[config.mk]
export PLATFORM = sky130hd
export DESIGN_NAME = cmpl_irq_ctrl
export DESIGN_NICKNAME = d
export VERILOG_FILES = /design/src/rtl/cmpl_irq_ctrl.sv
export SDC_FILE = /design/constraint.sdc
export NUM_CORES = 1
export LEC_CHECK = 0
export CAP_MARGIN = 10
export CORE_AREA = 8 8 45 47
export DETAILED_ROUTE_END_ITERATION = 7
export DIE_AREA = 0 0 53 55
export DONT_BUFFER_PORTS = 1
export GPL_TIMING_DRIVEN = 0
export PLACE_DENSITY = 0.38
export SLEW_MARGIN = 20
export SYNTH_ARGS = -nofsm -noshare
export SYNTH_HDL_FRONTEND = slang
export SYNTH_SLANG_ARGS = --single-unit
[constraint.sdc]
create_clock -name clk -period 1.4 [get_ports clk]
set_input_delay 0.07 -clock clk [delete_from_list [all_inputs] [get_ports clk]]
set_output_delay 0.07 -clock clk [all_outputs]
set_load 0.05 [all_outputs]
[src/rtl/cmpl_irq_ctrl.sv]
module cmpl_irq_ctrl #(
  parameter int REG_W = 3
) (
  input  logic             clk,
  input  logic             rst_n,
  input  logic             wait_done_i,
  input  logic             wait_irq_i,
  input  logic             reg_wr_i,
  input  logic [REG_W-1:0] reg_wdata_i,
  output logic [REG_W-1:0] reg_rdata_o,
  output logic             msg_req_o,
  input  logic             msg_ack_i
);
  localparam int STAT_B = 0;
  localparam int PEND_B = 1;
  localparam int MASK_B = 2;

  logic stat_q, pend_q, mask_q, req_q;

  wire cond   = wait_done_i & wait_irq_i;
  wire sw_clr = reg_wr_i & reg_wdata_i[STAT_B];
  wire take   = cond & (~stat_q | sw_clr);
  wire acked  = req_q & msg_ack_i;

  always_ff @(posedge clk or negedge rst_n) begin
    if (!rst_n) begin
      stat_q <= 1'b0;
      pend_q <= 1'b0;
      mask_q <= 1'b1;
      req_q  <= 1'b0;
    end else begin
      if (take)        stat_q <= 1'b1;
      else if (sw_clr) stat_q <= 1'b0;

      if (take)                 pend_q <= 1'b1;
      else if (sw_clr || acked) pend_q <= 1'b0;

      if (reg_wr_i) mask_q <= reg_wdata_i[MASK_B];

      if (req_q) req_q <= ~msg_ack_i;
      else       req_q <= pend_q & ~mask_q;
    end
  end

  always_comb begin
    reg_rdata_o         = '0;
    reg_rdata_o[STAT_B] = stat_q;
    reg_rdata_o[PEND_B] = pend_q;
    reg_rdata_o[MASK_B] = mask_q;
  end

  assign msg_req_o = req_q;
endmodule


Word-level counts from Yosys, hierarchy flattened
Index checks and enable logic that the tools add are counted.
{"block": "classes", "add_sub_neg": 0, "multipliers": 0, "div": 0, "order_cmp": 0, "eq_ne": 0, "shifts": 0, "mux": 5, "bitwise_logic": 9, "reduce_logical": 3}
{"op": "bitwise AND 1 bit", "count": 5}
{"op": "two-way mux 1 bit", "count": 5}
{"op": "nonzero test 2 bit", "count": 2}
{"op": "inverter 1 bit", "count": 3}
{"op": "logical OR 1 bit", "count": 1}
{"op": "bitwise OR 1 bit", "count": 1}
{"block": "totals", "reg_bits": 4, "latchBits": 0, "mem_bits_rw": 0, "mem_bits_ro": 0, "input_bits": 9, "output_inout_bits": 4, "word_cells": 21, "memories": 0}

Logic depth before layout (Yosys ltp)
{"block": "logic_depth", "ltp_word": 4, "mapped_depth": 2}

Worst setup path after synthesis
OpenSTA, ideal clock, no wires.
{"block": "synth_timing", "path_type": "flip-flop to flip-flop", "from": "reg req_q (netlist: msg_req_o)", "to": "reg pend_q", "setup_time_ns": 0.122, "arrival_ns": 0.926, "setup_slack_ns": 0.352, "stages_incl_launch_ff": 3, "synth_period_minus_slack_ns": 1.048, "path_cell_list": "dfrtp_1 -> a22oi_1 -> o2bb2ai_1"}
{"block": "synth_via", "elab_chain_cells": 3}
{"element": "start: declaration", "line": "18", "rtl": "logic stat_q, pend_q, mask_q, req_q;"}
{"element": "start signal: assignment", "line": "40", "rtl": "if (req_q) req_q <= ~msg_ack_i;"}
{"element": "start signal: assignment", "line": "41", "rtl": "else req_q <= pend_q & ~mask_q;"}
{"element": "bitwise AND 1 bit", "line": "23", "rtl": "wire acked = req_q & msg_ack_i;"}
{"element": "logical OR 1 bit", "line": "36", "rtl": "else if (sw_clr || acked) pend_q <= 1'b0;"}
{"element": "nonzero test 2 bit (no line)"}
{"element": "end signal: assignment", "line": "28", "rtl": "pend_q <= 1'b0;"}
{"element": "end signal: assignment", "line": "35", "rtl": "if (take) pend_q <= 1'b1;"}
{"element": "end signal: assignment", "line": "36"}
{"element": "end: declaration", "line": "18"}
Every way passes these cells.
A chain may end at the register's enable or synchronous reset.

==> impl_results.md <==
* Placer congestion estimate at 0.731
* Worst Path Required at 1.58 ns
* RSZ-0062 raised after global routing: false
* Port buffer count at 0
* Post-synth top area cell: dfrtp_1
* Synthesis-to-layout area growth at 56.3%
* Initial antenna violation count at 0
* CTS tree: done
* Grt ovf at 0
* Routed Wire Length at 519 µm
* First-pass GRT wire length at 903 µm
* Net switching power at 153 µW
* Vias in the first global route at 184
* PwrDens at 1500 mW/mm²
* Num rows at 14
* Syn avg cell area at 12.6 µm²
* Diode count at 0
* IO Pins at 13
* CTS Buf Count at 3
* Post-CTS Setup Repair Bufs at 0
* Switching Share at 0.345
* Hold WC Path Type: input port to flip-flop
* Synthesized net count at 24
* Cell Int Power at 290 µW
* Synth top area cells: dfrtp_1, dfstp_2, buf_4
* Slowest CP cell: dlygate4sd3_1
* Yosys reg bits at 4
* Area fraction of the dominant cell type after synthesis at 0.397
* ANT nets after route at 0
* Clock share of power at 0.368
* Worst Setup End Kind: flip-flop
* Final Max Tran Viols at 0
* Root Buffer: clkbuf_4
* Worst-skew pair later-pin latency at 0.24 ns
* Final hold viol count at 0
* Synth warn at 0
* Sequential power share at 0.392
* Initial Utilization at 0.137
* Maximum clock frequency at 792 MHz
* Layout cells sized above 1 at 0.320
* Worst stage delay on the critical path at 0.54 ns
* CP Class: flip-flop to flip-flop
* Final Core Density at 0.213
* Minimum clock period at 1.26 ns
* GRT Overall Usage at 0.0471
* Final setup vio count at 0
* Clock buffer depth at 2
* Wire length per cell at 12.7 µm
* Setup TNS Final at 0 ns
* CTS H-tree depth at 1
* Clock-pin slew of the registers on the worst-case setup and hold paths at 0.04 ns
* Largest net degree at the start of global routing at 5
* Slew headroom at 0.649
* Post-synth design cell area at 189 µm²
* Dpl ws at 0.304 ns
* Comb pwr share at 0.240
* Status: finished clean
* Clk sinks at 4
* Worst setup SP type: flip-flop
* Die Area at 0.00292 mm²
* Nets at 35
* Vias per cell at 3.66
* Drt pass-1 iters at 4
* Die width at 53 µm
* Core region area at 0.00138 mm²
* Max-Cap Viols at 0
* PnR worst setup slack at 0.137 ns
* Period utilization at 0.902
* Worst EP arrival at 1.44 ns
* Chip height at 55 µm
* Drc violations at 0
* Crit-path cells: mux2_4 > dlygate4sd3_1
* Layout Skew at 0.00618 ns
* Seq/Total Area, Yosys at 0.536
* Max VDD drop at 548 µV
* Yosys cell types at 10
* Routed vias at 150
* Tightest Pin Transition at 0.527 ns
* Mapped Cells at 15
* P_leak at 0.000127 µW
* Drt first-iter violations at 3
* Crit path max fanout at 3
area by class of cell:
class | instances | area, µm²
buffer | 3 | 22.5
fill | 154 | 1090
multi-input combinational | 8 | 65.1
clock buffer | 4 | 26.3
sequential | 4 | 101
timing repair buffer | 6 | 60.1
tap | 16 | 20.0
cells in the final DEF, fill, tap and decap left out:
cell type / n
a21boi_1: 1
a22oi_1: 1
buf_4: 3
clkbuf_1: 1
clkbuf_4: 3
dfrtp_1: 3
dfstp_2: 1
dlygate4sd3_1: 6
mux2_4: 1
mux2i_1: 1
nand2_1: 1
nand2b_1: 2
o2bb2ai_1: 1
Yosys cell counts:
cell type,number
mux2i_1,1
mux2_4,1
nand2b_1,2
a22oi_1,1
a21boi_1,1
o2bb2ai_1,1
buf_4,3
nand2_1,1
dfstp_2,1
dfrtp_1,3
through the flow:
| step | cells | total power (µW) | cell area [µm²] | hold slack, ns |
|---|---|---|---|---|
| detailed placement | 31 | 265 | 209 | -0.225 |
| CTS | 41 | 456 | 295 | 0.00388 |
| floorplan | 15 | 256 | 189 | -0.226 |
| global route | 41 | 479 | 295 | 0.0162 |
| global placement | 31 | 265 | 209 | -0.225 |
| finish | 41 | 443 | 295 | 0.00991 |
power by group through the flow:
stage | clock (µW) | sequential (µW) | combinational [µW]
6_report | 163 | 174 | 106
5_1_grt | 188 | 177 | 114
4_1_cts | 174 | 174 | 108
3_5_place_dp | 0 | 175 | 90.1
3_3_place_gp | 0 | 174 | 90.8
2_1_floorplan | 0 | 170 | 85.3
repair_timing:
| item | in CTS | in global routing |
|---|---|---|
| gates resized for setup | 0 | 0 |
| hold buffers | 6 | 0 |
| hold endpoints to repair | 7 | 0 |
flip-flops by register name, indices dropped and copies added, names as in the netlist:
register and flops:
msg_req_o 1, mask_q 1, pend_q 1, stat_q 1
kinds of logic after synthesis:
group,after synthesis,share of synthesized area
multiplexers,2,0.132
buffers and inverters,3,0.119
flip-flops,4,0.536
AND/OR/NAND/NOR,3,0.0861
AO/OA/AOI/OAI,3,0.126
per-layer routing:
metal  part of all wire  track usage  vias up
met4                  0            0        0
li1                   -            -       70
met2               0.29       0.0430       13
met3               0.25       0.0722        0
met1               0.46       0.0565       67
met5                  0            0        -
final timing paths:
path | start | slack (ns) | endpoint | cells after the start
worst max-delay path | mask_q$_DFFE_PN1P_ | 0.14 | mask_q$_DFFE_PN1P_ | 2
worst min-delay path | wait_done_i | 0.01 | pend_q$_DFFE_PN0P_ | 2
worst max register to register | mask_q$_DFFE_PN1P_ | 0.14 | mask_q$_DFFE_PN1P_ | 2
worst min register to register | pend_q$_DFFE_PN0P_ | 0.53 | pend_q$_DFFE_PN0P_ | 1
max in group asynchronous | rst_n | 1.05 | mask_q$_DFFE_PN1P_ | 1
min in group asynchronous | rst_n | 0.10 | pend_q$_DFFE_PN0P_ | 1
critical path: cells and delay by family, from the launching register on:
family | cells | cell delay, ns
flip-flops | 1 | 0.53
multiplexers | 1 | 0.13
buffers and inverters | 1 | 0.54
(Power assumes the default switching activity.)
